## src/rtl/ts_dl_extract.sv

```systemverilog
module ts_dl_extract #(
  parameter int SLOTS     = 32,
  parameter int SLOT_BITS = 8
) (
  input  logic                         clk,
  input  logic                         rst_n,
  input  logic                         bit_en,
  input  logic                         rx_bit,
  input  logic                         frame_sync,
  input  logic                         slot_sync,
  input  logic [1:0]                   cfg_mode,
  input  logic [$clog2(SLOTS)-1:0]     cfg_slot,
  input  logic [SLOT_BITS-1:0]         cfg_mask,
  output logic                         dl_bit,
  output logic                         dl_valid
);
  localparam int SW = $clog2(SLOTS);
  localparam int BW = $clog2(SLOT_BITS);
  localparam logic [BW-1:0] MSB_IDX = BW'(SLOT_BITS - 1);
  localparam logic [1:0] MODE_OFF  = 2'b00;
  localparam logic [1:0] MODE_ALL  = 2'b01;
  localparam logic [1:0] MODE_ODD  = 2'b10;
  localparam logic [1:0] MODE_EVEN = 2'b11;

  logic [1:0]           act_mode;
  logic [SW-1:0]        act_slot;
  logic [SLOT_BITS-1:0] act_mask;
  logic [SW-1:0]        slot_q;
  logic [BW-1:0]        bit_q;
  logic                 odd_q;

  logic [SW-1:0]        cur_slot;
  logic [BW-1:0]        cur_bit;
  logic [BW-1:0]        mask_idx;
  logic                 cur_odd;
  logic [1:0]           eff_mode;
  logic [SW-1:0]        eff_slot;
  logic [SLOT_BITS-1:0] eff_mask;
  logic                 mode_ok;
  logic                 hit;

  assign cur_slot = frame_sync ? '0 : (slot_sync ? slot_q + SW'(1) : slot_q);
  assign cur_bit  = (frame_sync | slot_sync) ? '0 : bit_q + BW'(1);
  assign cur_odd  = frame_sync ? ~odd_q : odd_q;
  assign eff_mode = frame_sync ? cfg_mode : act_mode;
  assign eff_slot = frame_sync ? cfg_slot : act_slot;
  assign eff_mask = frame_sync ? cfg_mask : act_mask;
  assign mask_idx = MSB_IDX - cur_bit;

  always_comb begin
    case (eff_mode)
      MODE_ALL:  mode_ok = 1'b1;
      MODE_ODD:  mode_ok = cur_odd;
      MODE_EVEN: mode_ok = ~cur_odd;
      default:   mode_ok = 1'b0;
    endcase
  end

  assign hit = mode_ok & (cur_slot == eff_slot) & eff_mask[mask_idx];

  always_ff @(posedge clk or negedge rst_n) begin
    if (!rst_n) begin
      act_mode <= MODE_OFF;
      act_slot <= '0;
      act_mask <= '0;
      slot_q   <= '0;
      bit_q    <= '0;
      odd_q    <= 1'b1;
      dl_valid <= 1'b0;
      dl_bit   <= 1'b0;
    end else begin
      dl_valid <= bit_en & hit;
      if (bit_en) begin
        slot_q <= cur_slot;
        bit_q  <= cur_bit;
        odd_q  <= cur_odd;
        if (hit) dl_bit <= rx_bit;
        if (frame_sync) begin
          act_mode <= cfg_mode;
          act_slot <= cfg_slot;
          act_mask <= cfg_mask;
        end
      end
    end
  end
endmodule

```

## config.mk

```make
export PLATFORM = sky130hd
export DESIGN_NAME = ts_dl_extract
export DESIGN_NICKNAME = d
export VERILOG_FILES = /design/src/rtl/ts_dl_extract.sv
export SDC_FILE = /design/constraint.sdc
export NUM_CORES = 1
export LEC_CHECK = 0
export CAP_MARGIN = 0
export CELL_PAD_IN_SITES_DETAIL_PLACEMENT = 1
export CELL_PAD_IN_SITES_GLOBAL_PLACEMENT = 2
export CORE_MARGIN = 1.5
export CORE_UTILIZATION = 30
export DETAILED_ROUTE_END_ITERATION = 10
export GPL_TIMING_DRIVEN = 0
export PLACE_DENSITY = 0.85
export SETUP_SLACK_MARGIN = 0.02
export SYNTH_ARGS = -nofsm -noshare
export SYNTH_HDL_FRONTEND = slang
export SYNTH_SLANG_ARGS = --single-unit
```

## constraint.sdc

```tcl
create_clock -name clk -period 2.01 [get_ports clk]
set_input_delay 0.402 -clock clk [delete_from_list [all_inputs] [get_ports clk]]
set_output_delay 0.402 -clock clk [all_outputs]
set_load 0.01 [all_outputs]
```

==> summary.md <==
| Metric | Value |
|---|---|
| Core area | `4384 µm²` |
| Overflow after GRT | `0` |
| Final Non-Filler Cells | `210` |
| HP Class | `flip-flop to flip-flop` |
| Syn Area/Cell | `10.87 µm²` |
| CP peak stage delay | `0.42 ns` |
| CTS buffer count | `3` |
| Area Growth Syn to Fin | `33.91%` |
| Diode count | `0` |
| Clock buffer depth | `2` |
| Pre-CTS WS | `-0.3837 ns` |
| RSZ-0062 raised after global routing | `yes` |
| R2R Path End | `dl_bit` |
| 1st-iter DRT viols | `30` |
| Rows | `24` |
| Leak | `0.7691 nW` |
| Syn Nets | `150` |
| Synth Register Bits | `26` |
| PortBufs | `20` |
| DP HPWL | `2.437 mm` |
| Clock sinks | `26` |
| Final hold slack | `0.5049 ns` |
| First-pass GRT wire length | `roughly 5.8 mm` |
| Status | `finished, violations left` |
| Number of library cell types mapped by synthesis | `32` |
| Clk Latency, worst-skew pair | `about 0.27 ns` |
| Post-route ant nets | `0` |
| Mean number of vias per cell | `5.114` |
| Initial core utilization | `31.48%` |
| Initial antenna violation count | `0` |
| Ys Warns | `0` |
| Hold Fails Final Rpt | `0` |
| CP startpoint kind | `flip-flop` |
| Placed cells | `199` |
| DRT Pass-1 Iters | `4` |
| Clock Skew | `0.01086 ns` |
| Cells after Synth | `127` |
| Number of top-level pins | `23` |
| Fin. max-slew vios | `0` |
| R2R cell count | `6` |
| Layout cell share with drive strength beyond 1 | `25.32%` |
| Final worst slack | `-0.1107 ns` |
| Tightest Pin Transition | `1.187 ns` |
| Avg WL per Cell | `16.50 µm` |
| Main synth FF type | `dfrtp_1` |
| Critical path class | `flip-flop to flip-flop` |
| Largest net degree at the start of global routing | `27` |
| Worst-path fanout max | `3` |
| Crit end category | `flip-flop` |
| Fraction of registers with async set or reset after synthesis | `100.0%` |
| Register-to-register setup slack | `-0.11 ns` |
| Die ar. | `about 5000 µm²` |
| H-tree levels | `1` |
| Worst EP arrival | `roughly 2.3 ns` |
| CTS tree | `yes` |
| Vias in the first global route | `1233` |
| Cts hold-fix bufs | `0` |
| MaxCap Viol Count | `0` |
| Overall routing resource usage | `14.55%` |
| Seq/Total Area, Yosys | `47.23%` |
| Pwr dens | `just over 800 nW/µm²` |
| Die Y | `70.83 µm` |
| FMAX | `471.5 MHz` |
| Number of enable flip-flop cells after synthesis | `0` |
| Slew margin rel. | `20.59%` |
| WP data required | `2.17 ns` |
| # DRC | `0` |
| Period minus WS final | `~2.1 ns` |
| Routed vias | `1074` |
| Worst path slowest cell | `dfrtp_1` |
| Fin crit share | `105.5%` |
| Final wirelength | `3.464 mm` |
| GP Congestion | `0.7275` |
| Die Span X | `70.83 µm` |
| Failing checks | `negative setup slack` |
| Worst-path cell chain | `ha_4 -> or2_4 -> a2111oi_4 -> a211oi_2 -> nor4b_4 -> mux2_4` |
| CP endpoint | `dl_bit` |
| Setup violations, final | `1` |
| Setup tns final | `-0.1107 ns` |
| Power, Total | `0.001494 W` |
| Fill count | `about 470` |
| Worst Setup SP | `slot_q[1]` |
| Crit Reg-Reg Startpoint | `slot_q[1]` |
| Mapped Area | `1380 µm²` |
| CTS root buf | `clkbuf_8` |
| Max VDD drop | `0.3962 mV` |
| Clock Pin Slew Worst Setup and Hold Paths | `roughly 0.080 ns` |
| Layout net count | `182` |
[sequential cells by signal, indices dropped and copies added, names as in the netlist]
| signal | count |
|---|---|
| odd_q | 1 |
| act_mode | 2 |
| slot_q | 5 |
| act_slot | 5 |
| dl_bit | 1 |
| dl_valid | 1 |
| act_mask | 8 |
| bit_q | 3 |
[metal layers]
metal  part of all wire (%)  global-route usage [%]  routed length, µm  vias up
li1                       -                       -                  -      515
met1                     41                   17.98               1407      532
met2                     55                   26.69               1889       23
met3                    4.1                   2.707                143        4
met4                   0.69                   2.516                 24        0
met5                      0                       0                  0        -
[synthesized netlist by cell type (all sizes together) (2+ instances only)]
cell	n	area share (%)
xor2	3	1.9
o31ai	3	2.0
ha	2	1.8
dfrtp	25	45
nand2b	2	0.91
nor3b	2	1.1
o21ai	5	1.8
xnor2	6	3.8
inv	7	1.9
a21oi	8	2.9
and3	2	0.91
nand4	3	1.4
nor2	4	1.1
nand3	2	0.73
nand2	11	3.0
mux2	18	15
buf	3	1.3
o22ai	4	1.8
mux2i	6	4.4
clkbuf	2	0.54
[placed cells by master (no fill, tap or decap), types with 2 or more instances in the layout]
master / netlist / routed
a21oi_1: 8 / 7
mux2_1: 6 / 5
nor2_1: 4 / 4
clkdlybuf4s50_1: 0 / 20
o22ai_1: 4 / 4
nor3b_1: 2 / 2
xnor2_1: 6 / 5
dfrtp_2: 0 / 2
buf_2: 2 / 2
buf_4: 1 / 8
mux2_2: 12 / 12
dfrtp_1: 25 / 23
clkbuf_8: 0 / 3
o21ai_0: 5 / 5
nand2_1: 11 / 11
nand3_1: 2 / 2
inv_1: 7 / 7
o31ai_1: 2 / 2
and3_1: 2 / 2
ha_4: 0 / 2
mux2i_1: 6 / 6
xor2_1: 3 / 3
nand2b_1: 2 / 2
nand4_1: 3 / 3
[report_power, final]
part,switching [W],total [W],internal (W)
logic,0.000172,0.000384,0.000213
clock network,0.000168,0.000435,0.000267
registers,0.0000666,0.000675,0.000609
total,0.000406,0.00149,0.00109
[cell type report]
cell class	instances	area, µm²	area share [%]
Tap cell	52	65.06	3.521
Clock buffer	3	41.29	2.234
Sequential cell	26	654.4	35.41
Buffer	5	26.28	1.422
Timing Repair Buffer	27	252.7	13.68
Inverter	7	26.28	1.422
Clock inverter	1	30.03	1.625
Multi-Input combinational cell	89	752.0	40.69
[stage by stage]
step	utilization, %	cell area (µm²)
after floorplan	-	1381
after global placement	37.56	1647
after detailed placement	37.56	1647
after CTS	40.75	1787
after global routing	42.15	1848
final	42.15	1848
[worst max-delay path: cells and delay by family (launching register included)]
kind | cells | cell delay (ns)
adders and majority gates | 1 | 0.26
and+or+nand+nor | 2 | 0.58
muxes | 1 | 0.33
DFF | 1 | 0.42
AOI/OAI and AO/OA | 2 | 0.42
[worst min path at each step]
stage / start / to / slack, ns / cells after the start
after global placement: dl_bit / dl_bit / 0.47 / 1
after global routing: act_mask[6] / act_mask[6] / 0.53 / 1
after detailed placement: dl_bit / dl_bit / 0.48 / 1
after floorplan: rst_n / act_mask[0] / 0.11 / 0
final: act_mask[6] / act_mask[6] / 0.50 / 1
after CTS: dl_bit / dl_bit / 0.50 / 1
[cell families after synthesis]
| family | count (synthesis) | synth area share [%] |
|---|---|---|
| buffers and inverters | 12 | 3.718 |
| adder cells (fa/ha/maj) | 2 | 1.813 |
| AO/OA/AOI/OAI | 25 | 11.33 |
| flip-flops | 26 | 47.24 |
| multiplexers | 24 | 19.04 |
| AND/OR/NAND/NOR | 29 | 11.15 |
| XOR/XNOR | 9 | 5.712 |
[what timing repair did]
item,CTS,global route
gates resized for setup,8,6
buffers inserted,3,4
pin swaps,3,6
setup endpoints to repair,9,2
(Power assumes the default switching activity.)
